$ cat src/rtl/dsv_pkg.sv
package dsv_pkg;
  localparam logic [2:0] AOP_NOP   = 3'd0;
  localparam logic [2:0] AOP_ADD   = 3'd1;
  localparam logic [2:0] AOP_SUB   = 3'd2;
  localparam logic [2:0] AOP_AND   = 3'd3;
  localparam logic [2:0] AOP_OR    = 3'd4;
  localparam logic [2:0] AOP_PASS  = 3'd5;
  localparam logic [2:0] AOP_LOAD  = 3'd6;
  localparam logic [2:0] AOP_STORE = 3'd7;

  localparam logic [2:0] MOP_NOP  = 3'd0;
  localparam logic [2:0] MOP_CLR  = 3'd1;
  localparam logic [2:0] MOP_MAC  = 3'd2;
  localparam logic [2:0] MOP_RDHI = 3'd3;
  localparam logic [2:0] MOP_RDLO = 3'd4;

  localparam int NUM_RF = 4;
  localparam int OPC_W  = 3;

  // ALU codes that produce a result for file 1 and update the ALU flags
  function automatic logic alu_is_arith(input logic [2:0] op);
    return (op >= AOP_ADD) && (op <= AOP_PASS);
  endfunction
endpackage

$ cat src/rtl/dsv_rf_bank.sv
module dsv_rf_bank #(
  parameter int DW    = 16,
  parameter int DEPTH = 8,
  localparam int AW   = $clog2(DEPTH)
) (
  input  logic          clk,
  input  logic          rst_n,
  input  logic          we,
  input  logic [AW-1:0] addr,
  input  logic [DW-1:0] wdata,
  output logic [DW-1:0] rdata
);
  logic [DW-1:0] ent_q [DEPTH];
  logic [DW-1:0] ent_d [DEPTH];

  always_comb begin
    ent_d = ent_q;
    if (we) ent_d[addr] = wdata;
  end

  always_ff @(posedge clk or negedge rst_n) begin
    if (!rst_n) begin
      for (int i = 0; i < DEPTH; i++) ent_q[i] <= '0;
    end else begin
      ent_q <= ent_d;
    end
  end

  // read sees the stored value; a same-cycle write lands at the edge
  assign rdata = ent_q[addr];
endmodule

$ cat src/rtl/dsv_alu_slot.sv
module dsv_alu_slot
  import dsv_pkg::*;
#(
  parameter int DW = 16
) (
  input  logic          clk,
  input  logic          rst_n,
  input  logic          en,
  input  logic [2:0]    op,
  input  logic [DW-1:0] opa,
  input  logic [DW-1:0] opb,
  output logic [DW-1:0] result,
  output logic          zero_q,
  output logic          neg_q
);
  logic zero_d, neg_d, flag_en;

  always_comb begin
    case (op)
      AOP_ADD:  result = opa + opb;
      AOP_SUB:  result = opa - opb;
      AOP_AND:  result = opa & opb;
      AOP_OR:   result = opa | opb;
      AOP_PASS: result = opb;
      default:  result = '0;
    endcase
  end

  assign flag_en = en && alu_is_arith(op);

  always_comb begin
    zero_d = zero_q;
    neg_d  = neg_q;
    if (flag_en) begin
      zero_d = (result == '0);
      neg_d  = result[DW-1];
    end
  end

  always_ff @(posedge clk or negedge rst_n) begin
    if (!rst_n) begin
      zero_q <= 1'b0;
      neg_q  <= 1'b0;
    end else begin
      zero_q <= zero_d;
      neg_q  <= neg_d;
    end
  end
endmodule

$ cat src/rtl/dsv_mac_slot.sv
module dsv_mac_slot
  import dsv_pkg::*;
#(
  parameter int DW  = 16,
  localparam int AW = 2 * DW
) (
  input  logic          clk,
  input  logic          rst_n,
  input  logic          en,
  input  logic [2:0]    op,
  input  logic [DW-1:0] opa,
  input  logic [DW-1:0] opb,
  output logic [DW-1:0] bus_out,
  output logic [AW-1:0] acc_q
);
  logic signed [AW-1:0] prod;
  logic [AW-1:0]        acc_d;

  assign prod = $signed(opa) * $signed(opb);

  always_comb begin
    acc_d = acc_q;
    if (en) begin
      case (op)
        MOP_CLR: acc_d = '0;
        MOP_MAC: acc_d = acc_q + prod;
        default: acc_d = acc_q;
      endcase
    end
  end

  always_comb begin
    case (op)
      MOP_RDHI: bus_out = acc_q[AW-1:DW];
      MOP_RDLO: bus_out = acc_q[DW-1:0];
      default:  bus_out = '0;
    endcase
  end

  always_ff @(posedge clk or negedge rst_n) begin
    if (!rst_n) acc_q <= '0;
    else        acc_q <= acc_d;
  end
endmodule

$ cat src/rtl/dsv_dmem.sv
module dsv_dmem #(
  parameter int DW    = 16,
  parameter int DEPTH = 16,
  localparam int AW   = $clog2(DEPTH)
) (
  input  logic          clk,
  input  logic          rst_n,
  input  logic          pre_we,
  input  logic [AW-1:0] pre_addr,
  input  logic [DW-1:0] pre_data,
  input  logic          st_en,
  input  logic          ld_en,
  input  logic [AW-1:0] addr,
  input  logic [DW-1:0] wdata,
  output logic [DW-1:0] rdata,
  output logic          ldz_q
);
  logic [DW-1:0] word_q [DEPTH];
  logic          wr_en;
  logic [AW-1:0] wr_addr;
  logic [DW-1:0] wr_data;
  logic          ldz_d;

  // preload has priority over a store
  always_comb begin
    wr_en   = pre_we || st_en;
    wr_addr = pre_we ? pre_addr : addr;
    wr_data = pre_we ? pre_data : wdata;
  end

  always_ff @(posedge clk) begin
    if (wr_en) word_q[wr_addr] <= wr_data;
  end

  assign rdata = word_q[addr];

  always_comb begin
    ldz_d = ldz_q;
    if (ld_en) ldz_d = (rdata == '0);
  end

  always_ff @(posedge clk or negedge rst_n) begin
    if (!rst_n) ldz_q <= 1'b0;
    else        ldz_q <= ldz_d;
  end
endmodule

$ cat src/rtl/dual_slot_vliw.sv
module dual_slot_vliw
  import dsv_pkg::*;
#(
  parameter int DW        = 16,
  parameter int RF_AW     = 3,
  parameter int IMEM_AW   = 5,
  parameter int DMEM_AW   = 4,
  localparam int IW       = 2 + 4 * RF_AW + 2 * OPC_W
) (
  input  logic               clk,
  input  logic               rst_n,
  input  logic               run,
  input  logic               prog_we,
  input  logic [IMEM_AW-1:0] prog_addr,
  input  logic [IW-1:0]      prog_word,
  input  logic               dpre_we,
  input  logic [DMEM_AW-1:0] dpre_addr,
  input  logic [DW-1:0]      dpre_data,
  output logic [IMEM_AW-1:0] pc,
  output logic [DW-1:0]      bus_a,
  output logic [DW-1:0]      bus_m,
  output logic [3:0]         flags
);
  localparam int RF_DEPTH   = 1 << RF_AW;
  localparam int IMEM_DEPTH = 1 << IMEM_AW;
  localparam int DMEM_DEPTH = 1 << DMEM_AW;
  localparam int ACC_W      = 2 * DW;
  // field low bits, word packed from the top down
  localparam int L_MOP = 0;
  localparam int L_F4  = L_MOP + OPC_W;
  localparam int L_F3  = L_F4 + RF_AW;
  localparam int L_AOP = L_F3 + RF_AW;
  localparam int L_F2  = L_AOP + OPC_W;
  localparam int L_F1  = L_F2 + RF_AW;
  localparam int L_SM  = L_F1 + RF_AW;
  localparam int L_SA  = L_SM + 1;

  // reset: asserted at once, released after two clocks
  logic [1:0] rst_sync_q;
  logic       rst_q_n;

  always_ff @(posedge clk or negedge rst_n) begin
    if (!rst_n) rst_sync_q <= 2'b00;
    else        rst_sync_q <= {rst_sync_q[0], 1'b1};
  end
  assign rst_q_n = rst_sync_q[1];

  // instruction array and program counter
  logic [IW-1:0]      imem_q [IMEM_DEPTH];
  logic [IMEM_AW-1:0] pc_q, pc_d;
  logic [IW-1:0]      instr;

  always_ff @(posedge clk) begin
    if (prog_we) imem_q[prog_addr] <= prog_word;
  end

  always_comb begin
    pc_d = pc_q;
    if (run) pc_d = pc_q + 1'b1;
  end

  always_ff @(posedge clk or negedge rst_q_n) begin
    if (!rst_q_n) pc_q <= '0;
    else          pc_q <= pc_d;
  end

  assign instr = imem_q[pc_q];
  assign pc    = pc_q;

  // field decode
  logic                        sel_a_f, sel_m_f;
  logic [2:0]                  aop_f, mop_f;
  logic [NUM_RF-1:0][RF_AW-1:0] rf_addr;

  always_comb begin
    sel_a_f    = instr[L_SA];
    sel_m_f    = instr[L_SM];
    aop_f      = instr[L_AOP +: OPC_W];
    mop_f      = instr[L_MOP +: OPC_W];
    rf_addr[0] = instr[L_F1 +: RF_AW];
    rf_addr[1] = instr[L_F2 +: RF_AW];
    rf_addr[2] = instr[L_F3 +: RF_AW];
    rf_addr[3] = instr[L_F4 +: RF_AW];
  end

  // register files: one read and one write port each
  logic [NUM_RF-1:0][DW-1:0] rf_rd;
  logic [NUM_RF-1:0][DW-1:0] rf_wd;
  logic [NUM_RF-1:0]         rf_we;
  logic [DW-1:0]             mux_a, mux_m;

  assign mux_a = sel_a_f ? bus_m : bus_a;
  assign mux_m = sel_m_f ? bus_m : bus_a;

  always_comb begin
    rf_we[0] = run && alu_is_arith(aop_f);
    rf_we[1] = run && (aop_f == AOP_LOAD);
    rf_we[2] = run && (mop_f == MOP_RDHI);
    rf_we[3] = run && (mop_f == MOP_RDLO);
    rf_wd[0] = mux_a;
    rf_wd[1] = mux_a;
    rf_wd[2] = mux_m;
    rf_wd[3] = mux_m;
  end

  for (genvar g = 0; g < NUM_RF; g++) begin : g_rf
    dsv_rf_bank #(.DW(DW), .DEPTH(RF_DEPTH)) u_rf (
      .clk   (clk),
      .rst_n (rst_q_n),
      .we    (rf_we[g]),
      .addr  (rf_addr[g]),
      .wdata (rf_wd[g]),
      .rdata (rf_rd[g])
    );
  end

  // ALU slot with the data memory sharing its issue
  logic [DW-1:0] alu_res, ld_data;
  logic          alu_zero_q, alu_neg_q, ldz_q;

  dsv_alu_slot #(.DW(DW)) u_alu (
    .clk    (clk),
    .rst_n  (rst_q_n),
    .en     (run),
    .op     (aop_f),
    .opa    (rf_rd[0]),
    .opb    (rf_rd[1]),
    .result (alu_res),
    .zero_q (alu_zero_q),
    .neg_q  (alu_neg_q)
  );

  dsv_dmem #(.DW(DW), .DEPTH(DMEM_DEPTH)) u_dmem (
    .clk      (clk),
    .rst_n    (rst_q_n),
    .pre_we   (dpre_we),
    .pre_addr (dpre_addr),
    .pre_data (dpre_data),
    .st_en    (run && (aop_f == AOP_STORE)),
    .ld_en    (run && (aop_f == AOP_LOAD)),
    .addr     (rf_rd[0][DMEM_AW-1:0]),
    .wdata    (rf_rd[1]),
    .rdata    (ld_data),
    .ldz_q    (ldz_q)
  );

  assign bus_a = (aop_f == AOP_LOAD) ? ld_data : alu_res;

  // MAC slot
  logic [ACC_W-1:0] acc_q;

  dsv_mac_slot #(.DW(DW)) u_mac (
    .clk     (clk),
    .rst_n   (rst_q_n),
    .en      (run),
    .op      (mop_f),
    .opa     (rf_rd[2]),
    .opb     (rf_rd[3]),
    .bus_out (bus_m),
    .acc_q   (acc_q)
  );

  assign flags = {ldz_q, acc_q[ACC_W-1], alu_neg_q, alu_zero_q};
endmodule

$ cat config.mk
export PLATFORM = sky130hd
export DESIGN_NAME = dual_slot_vliw
export DESIGN_NICKNAME = d
export VERILOG_FILES = /design/src/rtl/dsv_pkg.sv /design/src/rtl/dsv_rf_bank.sv /design/src/rtl/dsv_alu_slot.sv /design/src/rtl/dsv_mac_slot.sv /design/src/rtl/dsv_dmem.sv /design/src/rtl/dual_slot_vliw.sv
export SDC_FILE = /design/constraint.sdc
export NUM_CORES = 2
export LEC_CHECK = 0
export BUFFER_PORTS_ARGS = -buffer_cell sky130_fd_sc_hd__buf_2
export CORE_MARGIN = 2
export CORE_UTILIZATION = 62
export DETAILED_ROUTE_END_ITERATION = 10
export PLACE_DENSITY = 0.79
export SLEW_MARGIN = 20
export SYNTH_ARGS = -nofsm -noshare
export SYNTH_HDL_FRONTEND = slang
export SYNTH_SLANG_ARGS = --single-unit
$ cat constraint.sdc
create_clock -name clk -period 24.9 [get_ports clk]
set_clock_uncertainty 0.05 [all_clocks]
set_input_delay 1.245 -clock clk [delete_from_list [all_inputs] [get_ports clk]]
set_output_delay 1.245 -clock clk [all_outputs]
set_load 0.005 [all_outputs]
# After elaboration in Yosys (flattened, before gate mapping)
# Memories as Yosys holds them, arrays and structs flattened.
# Index checks and enable logic that the tools add are counted.
classes:
  add_sub_neg: 4
  n_mul: 1
  n_lt_le_gt_ge: 10
  eq_ne: 11
  mux: 36
  bitwise_logic: 6
  reduce_logical: 15
ops:
  columns: ["op", "count"]
  rows:
  - ["$bwmux 128", 4]
  - ["$mux 16", 16]
  - ["$bmux 16 s3", 4]
  - ["$demux 16 s3", 4]
  - ["$pmux 16 s5", 1]
  - ["$pmux 32 s2", 1]
  - ["$add 32x32->32", 1]
  - ["$logic_not 16->1", 2]
  - ["$mul 16x16->32", 1]
  - ["$pmux 16 s2", 1]
  - ["$add 16x16->16", 1]
  - ["$and 16x16->16", 1]
  - ["$ge 4x4->1 const B", 4]
  - ["$lt 4x1->1 const B", 4]
  - ["$not 3->4", 4]
  - ["$or 16x16->16", 1]
  - ["$sub 16x16->16", 1]
  - ["$eq 3x3->1 const B", 5]
  - ["$eq 3x2->1 const B", 4]
  - ["$logic_and 1x1->1", 10]
  - ["$eq 3x1->1 const B", 2]
  - ["$add 5x1->5 const B", 1]
  - ["$mux 1", 4]
  - ["$mux 4", 1]
  - ["5 further kinds", 5]
totals:
  ff_bits: 554
  ramBits: 896
  inputBits: 50
  out_inout_bits: 41
  word_cells: 123
  mem_count: 2
memory_table:
  columns: ["memory", "words", "word_bits", "rd", "rd_ports_with_merged_regs", "write_ports", "line_no", "source"]
  rows:
  - ["imem_q", 32, 20, 1, 0, 1, "dual_slot_vliw.sv:49", "logic [IW-1:0] imem_q [IMEM_DEPTH];"]
  - ["u_dmem.word_q", 16, 16, 1, 0, 1, "dsv_dmem.sv:18", "logic [DW-1:0] word_q [DEPTH];"]

# Logic depth before layout (Yosys ltp)
# An unclocked memory read counts as a cell.
depth:
  word_depth: 10
  mapped_depth: 45
  depth_no_buf: 34

# Cells and area by module
# From an unflattened synthesis, not the netlist that was laid out.
hier_totals:
  cells_unflattened: 4883
  area_unflattened_um2: 74295.0
modules_own_cells:
  columns: ["module", "instances", "cells_each", "area_per_inst_um2", "seq_area_each_um2"]
  rows:
  - ["dual_slot_vliw", 1, 1209, 25899.8, 19393.6]
  - ["dsv_rf_bank", 4, 410, 6090.8, 3203.1]
  - ["dsv_mac_slot", 1, 1325, 12298.0, 800.8]
  - ["dsv_dmem", 1, 462, 10053.4, 7712.4]
  - ["dsv_alu_slot", 1, 247, 1680.4, 50.0]

# Least setup slack after synthesis
# No wires, ideal clock.
synth_path:
  path_kind: "reg2reg"
  startpoint: "register pc_q[0], in the netlist pc[0]"
  endpoint: "register u_mac.acc_q[31]"
  setup_time_ps: 121
  arrival_ps: 10474
  setup_slack_ps: 14255
  stages_incl_launch_ff: 43
  path_buffers: 12
  period_less_slack_ps: 10645
  path_cell_list: "dfrtp_1 -> buf_6 -> buf_8 -> buf_4 -> buf_6 -> buf_6 -> buf_4 -> buf_2 -> buf_2 -> mux4_2 -> mux4_2 -> mux2i_1 -> clkbuf_1 -> or3_1 -> clkbuf_1 -> o22ai_1 -> or4_1 -> clkbuf_1 -> [... 7 more ...] -> inv_1 -> fa_1 -> inv_1 -> fa_1 -> inv_1 -> ha_1 -> a21o_1 -> a21oi_1 -> o22a_1 -> o311ai_0 -> o211ai_1 -> nand2_1 -> a32oi_1 -> o21ai_0 -> o41ai_1 -> o21ai_0 -> xnor2_1 -> a22o_1"
synth_via:
  elab_chain_len: 8
  word_cells_on_any_way: 16
synth_rtl:
  columns: ["item", "line_no", "source"]
  rows:
  - ["start, declared", "dual_slot_vliw.sv:50", "logic [IMEM_AW-1:0] pc_q, pc_d;"]
  - ["start signal, assigned", "dual_slot_vliw.sv:64", "else pc_q <= pc_d;"]
  - ["$mem_v2 32x20 (*)", null, null]
  - ["$not 3->4 (implied by the code)", "dsv_rf_bank.sv:30", "assign rdata = ent_q[addr];"]
  - ["$bmux 16 s3", "dsv_rf_bank.sv:30", null]
  - ["$mux 16 (implied by the code) (2 in a row)", "dsv_rf_bank.sv:30", null]
  - ["$mul 16x16->32", "dsv_mac_slot.sv:19", "assign prod = $signed(opa) * $signed(opb);"]
  - ["$add 32x32->32", "dsv_mac_slot.sv:26", "MOP_MAC: acc_d = acc_q + prod;"]
  - ["$pmux 32 s2", "dsv_mac_slot.sv:24", "case (op)"]
  - ["end signal, assigned", "dsv_mac_slot.sv:41", "if (!rst_n) acc_q <= '0;"]
  - ["end signal, assigned", "dsv_mac_slot.sv:42", "else acc_q <= acc_d;"]
  - ["end, declared", "dsv_mac_slot.sv:14", "output logic [AW-1:0] acc_q"]
# Mark *: on every way between the ends. The rest lies on a longest branch, timed or not. The select of a mux whose other input is x is not followed.
# A chain may end at the register's enable or synchronous reset.

# Worst setup path after layout
layout_path:
  startpoint: "register pc_q[0], in the netlist pc[0]"
  endpoint: "output bus_a[14]"
layout_via:
  elab_chain_len: 8
  word_cells_on_any_way: 22
layout_rtl:
  columns: ["item", "line_no", "source"]
  rows:
  - ["$mem_v2 32x20 (*)", null, null]
  - ["$not 3->4 (implied by the code)", "dsv_rf_bank.sv:30", null]
  - ["$bmux 16 s3", "dsv_rf_bank.sv:30", null]
  - ["$mux 16 (implied by the code) (2 in a row)", "dsv_rf_bank.sv:30", null]
  - ["$sub 16x16->16 (tied with other cells)", "dsv_alu_slot.sv:21", "AOP_SUB: result = opa - opb;"]
  - ["$pmux 16 s5", "dsv_alu_slot.sv:19", "case (op)"]
  - ["$mux 16 (*)", "dual_slot_vliw.sv:147", "assign bus_a = (aop_f == AOP_LOAD) ? ld_data : alu_res;"]
  - ["end, declared", "dual_slot_vliw.sv:20", "output logic [DW-1:0] bus_a,"]
# Marked as above.

==> load_flow_metrics.sql <==
INSERT INTO impl_metrics (metric_group, metric, value, unit) VALUES
('floorplan', 'die_y', '346', 'microns'),
('floorplan', 'placement_rows', '125', ''),
('global_routing', 'grt_start_max_net_pins', '183', ''),
('placed_design', 'place_congestion', '0.912', ''),
('drt', 'wl_cell', '27.9', 'microns'),
('drt', 'drt_first_iter_violations', '5092', ''),
('drt', 'ant_nets', '0', ''),
('clock_tree', 'clk_transition_reported_paths', '70', 'ps'),
('global_routing', 'grt_antenna_before_repair', '0', ''),
('placed_design', 'dp_hpwl', '118000', 'microns'),
('critical_path', 'worstSetupStartpointType', 'flip-flop', ''),
('final_layout', 'filler_cell_count', '7582', ''),
('sta', 'worst_slew_margin_relative_to_its_limit', '20.8', '%'),
('synthesis', 'yosysMostFrequentCell', 'sky130_fd_sc_hd__edfxtp_1', ''),
('final_layout', 'fin_nets', '5471', ''),
('critical_path', 'critPathCapture', 'bus_a[14]', ''),
('critical_path', 'slowest_cell_on_crit_path', 'sky130_fd_sc_hd__dfrtp_4', ''),
('floorplan', 'boundaryPins', '91', ''),
('clock_tree', 'cts.repair.resized', '0', ''),
('drt', 'routed_wl', '186000', 'microns'),
('synthesis', 'synth_fp_nets', '5349', ''),
('clock_tree', 'tritoncts_num_sinks', '1450', ''),
('sta', 'hold_viol_final', '0', ''),
('run_status', 'run_status', 'finished clean', ''),
('final_layout', 'drive_above_1_share', '28.5', '%'),
('placed_design', 'placement.io_buffers', '90', ''),
('global_routing', 'global_route.overflow_total', '0', ''),
('synthesis', 'dominantRegCellSynth', 'sky130_fd_sc_hd__edfxtp_1', ''),
('synthesis', 'postSynthAreaPerCell', '14.8', 'sq um'),
('synthesis', 'yosysWarnings', '0', ''),
('synthesis', 'number_of_synthesized_register_bits', '1450', ''),
('synthesis', 'synth_area_leader', 'sky130_fd_sc_hd__edfxtp_1', ''),
('critical_path', 'cpLargestDelayFamily', 'compound AO/OA/AOI/OAI gates', ''),
('sta', 'final.min_clock_period', '12030', 'ps'),
('synthesis', 'synth-async-reset-ratio', '38.2', '%'),
('critical_path', 'startpoint_of_the_most_critical_register_to_register_path', 'pc[0]', ''),
('drt', 'post-route-drc-count', '0', ''),
('clock_tree', 'clock_tree.buffer_depth', '3', ''),
('global_routing', 'grt_usage', '31.5', '%'),
('clock_tree', 'cts_htree_levels', '4', ''),
('sta', 'final-max-slew-violation-count', '0', ''),
('floorplan', 'placeableCoreArea', '0.116', 'sq mm'),
('synthesis', 'number_of_library_cell_types_mapped_by_synthesis', '95', ''),
('sta', 'max_slew.worst_pin.slew', '1180', 'ps'),
('synthesis', 'synth_enable_flop_cells', '896', ''),
('critical_path', 'worstSetupStartpoint', 'pc[0]', ''),
('critical_path', 'path_max_fanout', '132', ''),
('sta', 'period_share', '48.3', '%'),
('sta', 'finalSetupViolations', '0', ''),
('synthesis', 'synth_common_cells', '896 x sky130_fd_sc_hd__edfxtp_1, 599 x sky130_fd_sc_hd__mux2_2, 554 x sky130_fd_sc_hd__dfrtp_1', ''),
('global_routing', 'wire_length_of_the_first_global_routing_pass', '283000', 'microns'),
('sta', 'finalWorstSetupSlack', '12870', 'ps'),
('floorplan', 'die_w', '346', 'microns'),
('sta', 'max_freq', '83.1', 'MHz'),
('critical_path', 'worst-r2r-setup-slack', '13100', 'ps'),
('clock_tree', 'tritoncts', 'done', ''),
('clock_tree', 'insertion_delay', '780', 'ps'),
('worst_hold_path', 'worstHoldPathType', 'in -> async', ''),
('synthesis', 'proportion_of_synthesized_chip_area_in_sequential_cells', '56.2', '%'),
('critical_path', 'data_arrival_at_the_endpoint_of_the_critical_path', '10740', 'ps'),
('critical_path', 'timing_worst_setup_path_type', 'reg -> out', ''),
('clock_tree', 'ctsRootBufferMaster', 'sky130_fd_sc_hd__clkbuf_16', ''),
('sta', 'rsz_0062_raised_after_global_routing', 'false', ''),
('placed_design', 'dp_slack', '13150', 'ps'),
('final_layout', 'finish.utilization', '68.7', '%'),
('synthesis', 'netlist_top_cells_area', 'sky130_fd_sc_hd__edfxtp_1 37%, sky130_fd_sc_hd__dfrtp_1 19%, sky130_fd_sc_hd__mux2_2 9.3%', ''),
('critical_path', 'crit_buf_inv', '8', ''),
('global_routing', 'vias_in_the_first_global_route', '45135', ''),
('placed_design', 'placed_cell_area', '0.0750', 'sq mm'),
('critical_path', 'cp_num_cells', '28', ''),
('final_layout', 'post_route_cell_area', '0.0798', 'sq mm');
-- stage by stage --
step | std cells | hold slack (ps)
global route | 6645 | 167
detailed placement | 6388 | 291
finish | 6647 | 195
global placement | 6388 | 288
floorplan | 4889 | 281
CTS | 6645 | 143
-- area by class of cell --
class / instances / area [sq um] / area share, %
Antenna cell: 2 / 5.00 / 0.00627
Clock inverter: 65 / 738 / 0.925
Clock buffer: 192 / 3990 / 5.00
Tap cell: 1524 / 1910 / 2.39
Timing Repair Buffer: 234 / 1560 / 1.95
Inverter: 412 / 1550 / 1.94
Sequential cell: 1450 / 40800 / 51.1
Multi-Input combinational cell: 2768 / 29200 / 36.7
-- cell families (layout without fill, tap and decap cells) --
logic type,Yosys count,after routing,share of synthesized area [%]
AOI/OAI and AO/OA,524,524,5.11
xor gates and xnor gates,69,69,0.833
adders and majority gates,410,410,10.1
buffers and inverters,671,903,3.88
DFF,1450,1450,56.2
muxes,991,991,18.6
other,1,3,0.00517
and+or+nand+nor,773,773,5.21
-- routing by layer --
layer | vias up | global-route usage [%] | part of all wire, %
li1 | 18205 | - | -
met1 | 22418 | 43.4 | 39
met2 | 2460 | 49.7 | 48
met3 | 467 | 6.41 | 9.7
met4 | 0 | 12.6 | 4.0
met5 | - | 0 | 0
-- placed cells by master (no fill, tap or decap), types with 29 or more instances in the layout --
| cell | n |
|---|---|
| sky130_fd_sc_hd__o22ai_1 | 141 |
| sky130_fd_sc_hd__or2_2 | 99 |
| sky130_fd_sc_hd__xnor2_1 | 46 |
| sky130_fd_sc_hd__nand3_1 | 49 |
| sky130_fd_sc_hd__o21ai_0 | 54 |
| sky130_fd_sc_hd__fa_1 | 293 |
| sky130_fd_sc_hd__a21oi_1 | 72 |
| sky130_fd_sc_hd__mux2_2 | 599 |
| sky130_fd_sc_hd__nor2_2 | 40 |
| sky130_fd_sc_hd__a22o_1 | 59 |
| sky130_fd_sc_hd__nor2_1 | 249 |
| sky130_fd_sc_hd__nand2_1 | 135 |
| sky130_fd_sc_hd__buf_4 | 142 |
| sky130_fd_sc_hd__ha_1 | 117 |
| sky130_fd_sc_hd__a22oi_1 | 29 |
| sky130_fd_sc_hd__clkbuf_1 | 33 |
| sky130_fd_sc_hd__dfrtp_1 | 548 |
| sky130_fd_sc_hd__clkbuf_16 | 149 |
| sky130_fd_sc_hd__mux2i_1 | 143 |
| sky130_fd_sc_hd__inv_1 | 410 |
| sky130_fd_sc_hd__edfxtp_1 | 896 |
| sky130_fd_sc_hd__mux4_2 | 193 |
| sky130_fd_sc_hd__buf_2 | 90 |
-- flip-flops by register name (all words and copies together) (netlist names) --
| signal | count |
|---|---|
| imem_q | 640 |
| g_rf.u_rf.ent_q | 512 |
| u_dmem.word_q | 256 |
| u_mac.acc_q | 32 |
| pc | 5 |
| rst_sync_q | 2 |
| u_alu.neg_q | 1 |
| u_alu.zero_q | 1 |
| u_dmem.ldz_q | 1 |
-- how the worst min path moves through the flow --
stage	depth (start not counted)	startpoint	end
5_1_grt	1	rst_n	rst_sync_q[1]
3_5_place_dp	0	rst_sync_q[0]	rst_sync_q[1]
2_1_floorplan	0	rst_sync_q[0]	rst_sync_q[1]
3_3_place_gp	0	rst_sync_q[0]	rst_sync_q[1]
6_report	1	rst_n	rst_sync_q[1]
4_1_cts	1	rst_n	rst_sync_q[1]
Power is left out: the tool's default activity adds up to more than one toggle a clock period on the data nets, which glitch-free logic cannot reach.
